### src/rtl/sermgmt_pkg.sv
package sermgmt_pkg;

    typedef enum logic [2:0] {
        ST_IDLE,
        ST_START,
        ST_SEND,
        ST_ACK,
        ST_RECV,
        ST_MACK,
        ST_STOP,
        ST_FIN
    } sm_state_e;

    localparam int unsigned LAST_BYTE = 4;

    // Byte order on the wire: command, address low, address high, data low, data high
    function automatic logic [7:0] pick_byte(
        input logic [2:0]  idx,
        input logic        is_rd,
        input logic [7:0]  rd_cmd,
        input logic [7:0]  wr_cmd,
        input logic [15:0] addr,
        input logic [15:0] wdat
    );
        logic [7:0] b;
        case (idx)
            3'd0:    b = is_rd ? rd_cmd : wr_cmd;
            3'd1:    b = addr[7:0];
            3'd2:    b = addr[15:8];
            3'd3:    b = wdat[7:0];
            3'd4:    b = wdat[15:8];
            default: b = 8'h00;
        endcase
        return b;
    endfunction

endpackage

### src/rtl/sermgmt_pacer.sv
module sermgmt_pacer #(
    parameter int DELAY_W = 8
) (
    input  logic               clk,
    input  logic               rst_n,
    input  logic               run,
    input  logic [DELAY_W-1:0] dly,
    output logic               go
);
    logic [DELAY_W-1:0] cnt;
    logic [DELAY_W-1:0] eff;

    assign eff = (dly == '0) ? DELAY_W'(1) : dly;
    assign go  = run && (cnt == '0);

    always_ff @(posedge clk or negedge rst_n) begin
        if (!rst_n)       cnt <= '0;
        else if (!run)    cnt <= '0;
        else if (go)      cnt <= eff - DELAY_W'(1);
        else              cnt <= cnt - DELAY_W'(1);
    end


    go_gap_chk: assert property (@(posedge clk) disable iff (!rst_n)
        (go && eff != DELAY_W'(1)) |=> !go);

endmodule

### src/rtl/sermgmt_seq.sv
module sermgmt_seq
    import sermgmt_pkg::*;
#(
    parameter int ACK_RETRIES = 5
) (
    input  logic        clk,
    input  logic        rst_n,
    input  logic        go,
    output logic        run,
    input  logic        req_start,
    input  logic        req_read,
    input  logic        req_noack,
    input  logic [15:0] req_addr,
    input  logic [15:0] req_wdata,
    input  logic [7:0]  cfg_rd_cmd,
    input  logic [7:0]  cfg_wr_cmd,
    output logic        busy,
    output logic        done,
    output logic [15:0] rsp_rdata,
    output logic        rsp_err,
    output logic        mgmt_clk_o,
    output logic        mgmt_clk_oe,
    output logic        mgmt_dat_o,
    output logic        mgmt_dat_oe,
    input  logic        mgmt_dat_i
);
    localparam int TW = $clog2(ACK_RETRIES + 1);
    localparam logic [TW-1:0] RMAX = TW'(ACK_RETRIES);

    sm_state_e   st, st_n;
    logic [2:0]  sub, sub_n;
    logic [2:0]  bitn, bidx;
    logic [TW-1:0] tries;
    logic [7:0]  txsh, rxsh;
    logic        ackv, hi_byte, err_q;
    logic        q_read, q_noack;
    logic [15:0] q_addr, q_wdata, rdata_q;
    logic [7:0]  q_rdc, q_wrc;
    logic        skip_ack;

    assign skip_ack  = !q_read && q_noack && (bidx == 3'(LAST_BYTE));
    assign run       = (st != ST_IDLE) && (st != ST_FIN);
    assign busy      = (st != ST_IDLE);
    assign done      = (st == ST_FIN);
    assign rsp_err   = done && err_q;
    assign rsp_rdata = rdata_q;

    always_comb begin
        st_n  = st;
        sub_n = sub;
        unique case (st)
            ST_IDLE: if (req_start) begin st_n = ST_START; sub_n = 3'd0; end
            ST_START: if (go) begin
                if (sub == 3'd6) begin st_n = ST_SEND; sub_n = 3'd0; end
                else sub_n = sub + 3'd1;
            end
            ST_SEND: if (go) begin
                if (sub != 3'd2) sub_n = sub + 3'd1;
                else begin
                    sub_n = 3'd0;
                    if (bitn == 3'd0) st_n = skip_ack ? ST_STOP : ST_ACK;
                end
            end
            ST_ACK: if (go) begin
                if (sub != 3'd3) sub_n = sub + 3'd1;
                else begin
                    sub_n = 3'd0;
                    if (ackv) begin
                        if (tries == RMAX) st_n = ST_STOP;
                    end else if (bidx == 3'(LAST_BYTE)) st_n = ST_STOP;
                    else if (q_read && bidx == 3'd2)    st_n = ST_RECV;
                    else                                st_n = ST_SEND;
                end
            end
            ST_RECV: if (go) begin
                if (sub == 3'd2)      sub_n = (bitn == 3'd0) ? 3'd3 : 3'd1;
                else if (sub == 3'd3) begin sub_n = 3'd0; st_n = ST_MACK; end
                else                  sub_n = sub + 3'd1;
            end
            ST_MACK: if (go) begin
                if (sub != 3'd2) sub_n = sub + 3'd1;
                else begin sub_n = 3'd0; st_n = hi_byte ? ST_STOP : ST_RECV; end
            end
            ST_STOP: if (go) begin
                if (sub == 3'd7) begin st_n = ST_FIN; sub_n = 3'd0; end
                else sub_n = sub + 3'd1;
            end
            ST_FIN: st_n = ST_IDLE;
        endcase
    end

    always_ff @(posedge clk or negedge rst_n) begin
        if (!rst_n) begin
            st  <= ST_IDLE;
            sub <= 3'd0;
        end else begin
            st  <= st_n;
            sub <= sub_n;
        end
    end

    always_ff @(posedge clk or negedge rst_n) begin
        if (!rst_n) begin
            mgmt_clk_o <= 1'b0; mgmt_clk_oe <= 1'b0;
            mgmt_dat_o <= 1'b1; mgmt_dat_oe <= 1'b0;
            bitn <= 3'd7; bidx <= 3'd0; tries <= '0;
            txsh <= 8'h00; rxsh <= 8'h00; ackv <= 1'b0;
            hi_byte <= 1'b0; err_q <= 1'b0; rdata_q <= 16'h0000;
            q_read <= 1'b0; q_noack <= 1'b0; q_addr <= 16'h0000;
            q_wdata <= 16'h0000; q_rdc <= 8'h00; q_wrc <= 8'h00;
        end else if (st == ST_IDLE) begin
            if (req_start) begin
                q_read <= req_read; q_noack <= req_noack;
                q_addr <= req_addr; q_wdata <= req_wdata;
                q_rdc  <= cfg_rd_cmd; q_wrc <= cfg_wr_cmd;
                txsh   <= req_read ? cfg_rd_cmd : cfg_wr_cmd;
                bitn <= 3'd7; bidx <= 3'd0; tries <= '0;
                hi_byte <= 1'b0; err_q <= 1'b0;
            end
        end else if (go) begin
            unique case (st)
                ST_START: case (sub)
                    3'd0: begin
                        mgmt_clk_oe <= 1'b1; mgmt_dat_oe <= 1'b1;
                        mgmt_clk_o  <= 1'b0; mgmt_dat_o  <= 1'b1;
                    end
                    3'd1, 3'd3: mgmt_clk_o <= 1'b1;
                    3'd2, 3'd5: mgmt_clk_o <= 1'b0;
                    3'd4:       mgmt_dat_o <= 1'b0;
                    default:    mgmt_dat_o <= 1'b1;
                endcase
                ST_SEND: case (sub)
                    3'd0: mgmt_dat_o <= txsh[7];
                    3'd1: mgmt_clk_o <= 1'b1;
                    default: begin
                        mgmt_clk_o <= 1'b0;
                        txsh <= {txsh[6:0], 1'b0};
                        if (bitn != 3'd0) bitn <= bitn - 3'd1;
                    end
                endcase
                ST_ACK: case (sub)
                    3'd0: mgmt_dat_oe <= 1'b0;
                    3'd1: mgmt_clk_o  <= 1'b1;
                    3'd2: begin mgmt_clk_o <= 1'b0; ackv <= mgmt_dat_i; end
                    default: begin
                        mgmt_dat_oe <= 1'b1; mgmt_dat_o <= 1'b0;
                        if (ackv) begin
                            if (tries == RMAX) err_q <= 1'b1;
                            else               tries <= tries + TW'(1);
                        end else begin
                            tries <= '0;
                            bidx  <= bidx + 3'd1;
                            bitn  <= 3'd7;
                            txsh  <= pick_byte(bidx + 3'd1, q_read, q_rdc, q_wrc,
                                               q_addr, q_wdata);
                        end
                    end
                endcase
                ST_RECV: case (sub)
                    3'd0: begin mgmt_dat_oe <= 1'b0; bitn <= 3'd7; end
                    3'd1: mgmt_clk_o <= 1'b1;
                    3'd2: begin
                        mgmt_clk_o <= 1'b0;
                        rxsh <= {rxsh[6:0], mgmt_dat_i};
                        if (bitn != 3'd0) bitn <= bitn - 3'd1;
                    end
                    default: begin
                        mgmt_dat_oe <= 1'b1; mgmt_dat_o <= 1'b0;
                        if (hi_byte) rdata_q[15:8] <= rxsh;
                        else         rdata_q[7:0]  <= rxsh;
                    end
                endcase
                ST_MACK: case (sub)
                    3'd0: mgmt_dat_o <= hi_byte;
                    3'd1: mgmt_clk_o <= 1'b1;
                    default: begin mgmt_clk_o <= 1'b0; hi_byte <= 1'b1; end
                endcase
                ST_STOP: case (sub)
                    3'd0: begin mgmt_dat_o <= 1'b0; mgmt_clk_o <= 1'b1; end
                    3'd1: mgmt_dat_o <= 1'b1;
                    3'd2, 3'd4, 3'd6: mgmt_clk_o <= 1'b1;
                    3'd3, 3'd5: mgmt_clk_o <= 1'b0;
                    default: begin mgmt_clk_oe <= 1'b0; mgmt_dat_oe <= 1'b0; end
                endcase
                ST_IDLE, ST_FIN: ;
            endcase
        end
    end


    release_chk: assert property (@(posedge clk) disable iff (!rst_n)
        !busy |-> (!mgmt_clk_oe && !mgmt_dat_oe));


    done_pulse_chk: assert property (@(posedge clk) disable iff (!rst_n)
        done |=> !done);


    accept_chk: assert property (@(posedge clk) disable iff (!rst_n)
        (!busy && req_start) |=> busy);


    retry_cap_chk: assert property (@(posedge clk) disable iff (!rst_n)
        tries <= RMAX);


    send_hold_chk: assert property (@(posedge clk) disable iff (!rst_n)
        (st == ST_SEND && $past(st) == ST_SEND && mgmt_clk_o && $past(mgmt_clk_o))
            |-> $stable(mgmt_dat_o));


    stop_release_chk: assert property (@(posedge clk) disable iff (!rst_n)
        $fell(mgmt_clk_oe) |-> ($past(st) == ST_STOP));

endmodule

### src/rtl/sermgmt_master.sv
module sermgmt_master #(
    parameter int DELAY_W     = 8,
    parameter int ACK_RETRIES = 5
) (
    input  logic               clk,
    input  logic               rst_n,
    input  logic               req_start,
    input  logic               req_read,
    input  logic               req_noack,
    input  logic [15:0]        req_addr,
    input  logic [15:0]        req_wdata,
    input  logic [7:0]         cfg_rd_cmd,
    input  logic [7:0]         cfg_wr_cmd,
    input  logic [DELAY_W-1:0] cfg_delay,
    output logic               busy,
    output logic               done,
    output logic [15:0]        rsp_rdata,
    output logic               rsp_err,
    output logic               mgmt_clk_o,
    output logic               mgmt_clk_oe,
    output logic               mgmt_dat_o,
    output logic               mgmt_dat_oe,
    input  logic               mgmt_dat_i
);
    logic go;
    logic run;

    sermgmt_pacer #(.DELAY_W(DELAY_W)) pacer_i (
        .clk   (clk),
        .rst_n (rst_n),
        .run   (run),
        .dly   (cfg_delay),
        .go    (go)
    );

    sermgmt_seq #(.ACK_RETRIES(ACK_RETRIES)) seq_i (
        .clk         (clk),
        .rst_n       (rst_n),
        .go          (go),
        .run         (run),
        .req_start   (req_start),
        .req_read    (req_read),
        .req_noack   (req_noack),
        .req_addr    (req_addr),
        .req_wdata   (req_wdata),
        .cfg_rd_cmd  (cfg_rd_cmd),
        .cfg_wr_cmd  (cfg_wr_cmd),
        .busy        (busy),
        .done        (done),
        .rsp_rdata   (rsp_rdata),
        .rsp_err     (rsp_err),
        .mgmt_clk_o  (mgmt_clk_o),
        .mgmt_clk_oe (mgmt_clk_oe),
        .mgmt_dat_o  (mgmt_dat_o),
        .mgmt_dat_oe (mgmt_dat_oe),
        .mgmt_dat_i  (mgmt_dat_i)
    );

endmodule

### config.mk
export PLATFORM = sky130hd
export DESIGN_NAME = sermgmt_master
export DESIGN_NICKNAME = d
export VERILOG_FILES = /design/src/rtl/sermgmt_pkg.sv /design/src/rtl/sermgmt_pacer.sv /design/src/rtl/sermgmt_seq.sv /design/src/rtl/sermgmt_master.sv
export SDC_FILE = /design/constraint.sdc
export NUM_CORES = 1
export LEC_CHECK = 0
export BUFFER_PORTS_ARGS = -buffer_cell sky130_fd_sc_hd__buf_2
export CAP_MARGIN = 20
export CORE_MARGIN = 4
export CORE_UTILIZATION = 30
export CTS_BUF_LIST = sky130_fd_sc_hd__clkbuf_8
export CTS_CLUSTER_SIZE = 28
export DETAILED_ROUTE_END_ITERATION = 10
export MAX_ROUTING_LAYER = met4
export PLACE_DENSITY = 0.58
export RECOVER_POWER = 50
export SYNTH_ARGS = -nofsm -noshare
export SYNTH_HDL_FRONTEND = slang
export SYNTH_HIERARCHICAL = 1
export SYNTH_SLANG_ARGS = --single-unit
### constraint.sdc
create_clock -name clk -period 4.56 [get_ports clk]
set_input_delay 0.912 -clock clk [delete_from_list [all_inputs] [get_ports clk]]
set_output_delay 0.912 -clock clk [all_outputs]
set_load 0.05 [all_outputs]
## Yosys cells after proc, flatten, opt, wreduce, memory -nomap -nowiden

Cells that the tools add are included.

| storage, ports and cells | value |
|---|---|
| register bits after elaboration | 112 |
| input port bits | 62 |
| output and inout bits | 23 |
| logic and storage cells | 244 |

| operators by class | value |
|---|---|
| bitwise operators | 3 |
| $add $sub $neg | 6 |
| reductions and logical operators | 55 |
| multiplexer cells | 96 |
| equal/unequal tests | 61 |

Operators with widths:

| operator | number |
|---|---|
| 2-to-1 mux 3 bit | 50 |
| 2-to-1 mux 8 bit | 11 |
| case mux 8 bit (5 select lines) | 1 |
| inequality test 2 bit (second input constant) | 17 |
| equality test 3 bit (second input constant) | 11 |
| AND reduction 5 bit | 5 |
| case mux 3 bit (8 select lines) | 1 |
| equality test 3 x 2 -> 1 bit (second input constant) | 7 |
| AND reduction 7 bit | 3 |
| inequality test 2 x 1 -> 1 bit (second input constant) | 10 |
| case mux 3 bit (6 select lines) | 1 |
| AND reduction 6 bit | 3 |
| zero test 8 bit | 2 |
| 2-to-1 mux 1 bit | 16 |
| case mux 1 bit (2 select lines) | 8 |
| case mux 8 bit (2 select lines) | 1 |
| AND reduction 16 bit | 1 |
| subtractor 8 x 1 -> 8 bit (second input constant) | 2 |
| inequality test 3 x 2 -> 1 bit (second input constant) | 5 |
| inequality test 3 bit (second input constant) | 5 |
| zero test 3 bit | 4 |
| AND reduction 4 bit | 3 |
| nonzero test 2 bit | 6 |
| nonzero test 3 bit | 4 |
| other kinds (23) | 44 |

## Longest topological paths before layout

| logic depth | value |
|---|---|
| depth in word-level cells | 8 |
| depth in mapped cells | 14 |
| gate-level depth less buffers | 10 |

## Hierarchy

The synthesis kept the hierarchy.

Modules (own cells, without submodules):

| module | cells each | area an instance (um^2) | instances | sequential area each (um^2) |
|---|---|---|---|---|
| sermgmt_seq | 499 | 5,729.2 | 1 | 2,607.5 |
| sermgmt_pacer | 58 | 541.8 | 1 | 200.2 |

## Worst setup path before layout

No wires, ideal clock.

| timing | value |
|---|---|
| kind | register -> register |
| start | register seq_i.st[2] |
| end | register seq_i.tries[0] |
| path slack | 0.890 ns |
| clock period less this slack | 3.670 ns |
| data required time | 4.435 ns |
| library setup time | 0.125 ns |
| data arrival time | 3.546 ns |
| cell stages (with the launch flop) | 13 |
| buffers on the path | 5 |
| cells stage by stage | dfrtp_1 > buf_4 > buf_6 > buf_2 > and3_1 > nor2_1 > or3b_1 > buf_6 > nor3_4 > clkbuf_1 > nand2_1 > o31ai_2 > mux2_2 |

| between the ends | value |
|---|---|
| longest elaborated chain between the ends | 5 |
| elaborated cells on any way between the ends | 13 |
| classes of those cells | eq/ne: 5; mux: 1; reduce/logical: 7 |

Ends and longest elaborated chain:

| what | RTL line | text |
|---|---|---|
| start, declared | sermgmt_seq.sv:30 | `sm_state_e st, st_n;` |
| start signal, assigned | sermgmt_seq.sv:97 | `st <= st_n;` |
| inequality test 3 bit / nonzero test 3 bit (equally long branches) | sermgmt_seq.sv:42 | `assign run = (st != ST_IDLE) && (st != ST_FIN);` |
| logical AND 1 bit * | sermgmt_seq.sv:42 |  |
| via run | sermgmt_master.sv:26 | `logic run;` |
| logical AND 1 bit * | sermgmt_pacer.sv:14 | `assign go = run && (cnt == '0);` |
| via go | sermgmt_master.sv:25 | `logic go;` |
| nonzero test 2 bit (no source line) * | - |  |
| AND reduction 5 bit (no source line) * | - |  |
| end signal, assigned | sermgmt_seq.sv:149 | `else tries <= tries + TW'(1);` |
| end, declared | sermgmt_seq.sv:33 | `logic [TW-1:0] tries;` |

Mark *: on every way through the listed nets, which the timed path passes. The rest lies on a longest branch.
A chain may end at the register's enable or synchronous reset.

## Worst setup path in the final report

| timing | value |
|---|---|
| start | register seq_i.st[2] |
| end | register seq_i.txsh[0] |

| between the ends | value |
|---|---|
| longest elaborated chain between the ends | 5 |
| elaborated cells on any way between the ends | 17 |
| classes of those cells | eq/ne: 7; mux: 3; reduce/logical: 7 |

Ends and longest elaborated chain:

| what | RTL line | text |
|---|---|---|
| inequality test 3 bit / nonzero test 3 bit (equally long branches) | sermgmt_seq.sv:42 |  |
| logical AND 1 bit * | sermgmt_seq.sv:42 |  |
| via run | sermgmt_master.sv:26 |  |
| logical AND 1 bit * | sermgmt_pacer.sv:14 |  |
| via go | sermgmt_master.sv:25 |  |
| nonzero test 2 bit (no source line) * | - |  |
| AND reduction 6 bit (no source line) * | - |  |
| end signal, assigned | sermgmt_seq.sv:116 | `txsh <= req_read ? cfg_rd_cmd : cfg_wr_cmd;` |
| end signal, assigned | sermgmt_seq.sv:137 | `txsh <= {txsh[6:0], 1'b0};` |
| end signal, assigned | sermgmt_seq.sv:154 | `txsh <= pick_byte(bidx + 3'd1, q_read, q_rdc, q_wrc,` |
| end, declared | sermgmt_seq.sv:34 | `logic [7:0] txsh, rxsh;` |

Mark *: on every way through the listed nets, which the timed path passes. The rest lies on a longest branch. The select of a mux whose other input is x is not followed.

==> results.md <==
* Status: complete, but fails checks
* Failing checks: capacitance limit, slew limit
* Fill count at 2,106
* VDD IR max at 0.139 mV
* Post-Synth Adder-Cell Area at 0.0359
* CP required at 4850 ps
* Inserted Clock Buffers at 9
* Hold buffer count at cts at 0
* DIE HEIGHT at 153 µm
* Ys async rst share at 1.00
* Simple-gate share of the synthesized area at 0.110
* Drt drc at 0
* Family with the most delay on the worst path: simple AND/OR/NAND/NOR gates
* Top_reg_cell synth: dfrtp_1
* Syn_area_per_cell at 11.3 µm²
* Worst skew pair latency at 400 ps
* Setup TNS at 0 ps
* Clock Skew at 20.8 ps
* IO buf count at 84
* PwrDens at 378 nW/µm²
* Vias in the first global route at 4,612
* Share of cells above drive strength 1 at 0.348
* Post-synthesis cell count at 557
* Critical R2R Launch: seq_i/st[2]$_DFFE_PN0P_
* Tot Pwr at 2.69 mW
* Post-synth EDFFs at 0
* Total congestion overflow at 0
* Synth warn at 6
* Routed vias at between 4,000 and 5,000
* Final Max Slew Viols at 41
* Crit path max fanout at 27
* Initial Utilization at 0.307
* Top Ports at 85
* Layout area overhead at 13.4%
* #FFs+latches synth at 112
* WS Path Type: flop to flop
* Compound-Gate Fraction of Synth Area at 0.168
* Dpl hpwl at 11.1 mm
* Critical path cell sequence: buf_4 -> nor3_2 -> nor2_1 -> or3b_1 -> nor3_4 -> buf_4 -> nand2_1 -> a21oi_2 -> nand3_2 -> mux2_1
* Syn nets at 637
* Top achievable clock speed at 287 MHz
* Most frequent cells in the layout: dfrtp_1 (108), mux2_2 (88), buf_2 (72), a21oi_1 (27), nand2_1 (24)
* Crit path largest cell delay at ~530 ps
* Final setup vio count at 0
* Hold path startpoint: seq_i/err_q$_DFFE_PN0P_
* CTS tree: yes
* Initial DRC count at 310
* Buf+Inv Stages, Crit Path at 2
* Slowest-stage cell, CP: or3b_1
* Initial antenna violation count at 2
* H-tree levels at 3
* Fin nets at 704
* CP Data Arrival Time at 3770 ps
* Post-Syn Area at 6270 µm²
* Die Wd at ~150 µm
* Max clock buf depth at 2
* Vias/cell at 5.07
* ANT nets after route at 0
* Detailed Route WL at roughly 15 mm
* DRT Pass-1 Iters at 4
* Seq/Total Area, Yosys at 0.448
* Wirelength per Cell at 17.1 µm
* Largest family of logic cells by synthesized area: multiplexers
* Unrepaired setup endpoints after global routing: false
* Minimum clock period after layout at 3480 ps
* Maxcap violations at 1
* Die ar. at 23,300 µm²
* Most common cell after layout, fill and taps aside: dfrtp_1
* Crit path from: seq_i/st[2]$_DFFE_PN0P_
* Fin. Hold Viols at 0
* GR Util All Layers at 0.136
* CTS sink cnt at 112
* CP Launch Type: flop
* Pre-CTS setup slack at roughly 1100 ps
* Mux contribution to synthesized area at 0.194
* CTS clk-pin slew, worst paths at 110 ps
* Pin count of the biggest net entering global routing at 41
* Postcts setup bufs at 0
* Slack of the critical path at 1080 ps
* Leakage at 3.33 nW
* Relative slew slack at -0.459
* Core ar. at 20,400 µm²
* Fin crit share at 0.763
* CTS resizes at 0
* Hold Crit Class: flop to flop
* Post-synth cell types at 74
* Num rows at 52
* Root Driver: clkbuf_8
* Worst setup EP type: flop
* Synth Area in XOR/XNOR at 0.00559
* Least-Margin Pin Slew at between 2000 and 2500 ps
* Placer Congestion at 0.845
* Most used cell, CP: buf_4
* First-pass GRT wire length at 25.1 mm
[cells in the mapped netlist (all sizes together) (3+ instances only)]
cell | count | area [µm²]
a211oi | 3 | 22.5
a21o | 7 | 52.6
a21oi | 29 | 153
a22o | 10 | 87.6
a22oi | 8 | 60.1
a2bb2oi | 3 | 26.3
a31oi | 14 | 103
a32oi | 10 | 95.1
and2 | 7 | 43.8
and3 | 5 | 31.3
buf | 24 | 145
clkbuf | 11 | 41.3
dfrtp | 108 | 2700
dfstp | 4 | 105
ha | 18 | 225
inv | 16 | 60.1
mux2 | 104 | 1200
nand2 | 25 | 96.4
nand2b | 6 | 37.5
nand3 | 11 | 60.1
nand4 | 3 | 25.0
nor2 | 24 | 95.1
nor2b | 10 | 62.6
nor3 | 12 | 86.3
nor3b | 3 | 22.5
o21a | 3 | 22.5
o21ai | 17 | 85.1
o21bai | 4 | 30.0
o22ai | 14 | 87.6
o31ai | 3 | 32.5
or3 | 4 | 25.0
xnor2 | 4 | 35.0
[path summary, 6_finish.rpt]
kind | end | slack [ps] | cells past startpoint
setup / recovery | seq_i/txsh[0]$_DFFE_PN0P_ | 1080 | 10
hold / removal | seq_i/err_q$_DFFE_PN0P_ | 490 | 1
setup reg to reg | seq_i/txsh[0]$_DFFE_PN0P_ | 1080 | 10
hold reg to reg | seq_i/err_q$_DFFE_PN0P_ | 490 | 1
max in group asynchronous | seq_i/q_wdata[3]$_DFFE_PN0P_ | 1560 | 2
min in group asynchronous | pacer_i/cnt[6]$_DFF_PN0_ | 1150 | 1
[state kept, by name, summed over array words and instances (netlist names), 8 cells and up]
name             count
seq_i/q_rdc          8
seq_i/q_wdata       16
pacer_i/cnt          8
seq_i/q_wrc          8
seq_i/q_addr        16
seq_i/txsh           8
seq_i/rxsh           8
seq_i/rsp_rdata     16
[worst reg2reg max path, cell delays in order, from the launching register on]
cell	delay, ps
dfrtp_1	520
buf_4	330
nor3_2	120
nor2_1	420
or3b_1	530
nor3_4	200
buf_4	280
nand2_1	100
a21oi_2	240
nand3_2	250
mux2_1	380
[per-layer routing]
| layer | vias up | global-route usage | routed length [µm] |
|---|---|---|---|
| li1 | 2213 | - | - |
| met1 | 2221 | 0.180 | 7130 |
| met2 | 114 | 0.213 | 7330 |
| met3 | 18 | 0.0261 | 693 |
| met4 | 0 | 0.0386 | 218 |
| met5 | - | - | 0 |
[logic make-up (layout without fill, tap and decap cells)]
kind of cell | after synthesis | in the layout
other cells | 0 | 1
simple gates | 122 | 122
compound gates | 145 | 145
xor+xnor | 4 | 4
fa+ha+maj | 18 | 18
mux | 105 | 105
buf+inv | 51 | 123
flops | 112 | 112
[stage by stage]
| step | hold slack [ps] | area [µm²] | cells | util |
|---|---|---|---|---|
| after floorplan | 456 | 6270 | 557 | - |
| after global placement | 468 | 6900 | 883 | 0.338 |
| after detailed placement | 470 | 6900 | 883 | 0.338 |
| after CTS | 492 | 7130 | 899 | 0.349 |
| after global routing | 505 | 7110 | 900 | 0.348 |
| final | 492 | 7110 | 900 | 0.348 |
[report_power, final]
part           internal, mW  total [mW]  leakage, nW  switching, mW
Sequential             1.08        1.18         1.51          0.108
Combinational         0.315       0.802         1.70          0.487
Clock                 0.322       0.701        0.122          0.378
[cell type report]
type,count,area [µm²],share of cell area
clock inverters,7,111,0.0157
repair buffers,91,453,0.0637
well taps,270,338,0.0475
diodes,1,2.50,0.000352
inverters,16,60.1,0.00844
flip-flops and latches,112,2810,0.395
clock buffers,9,124,0.0174
multi-input cells,394,3220,0.452
Note: power is estimated with default switching activity, not from simulation.
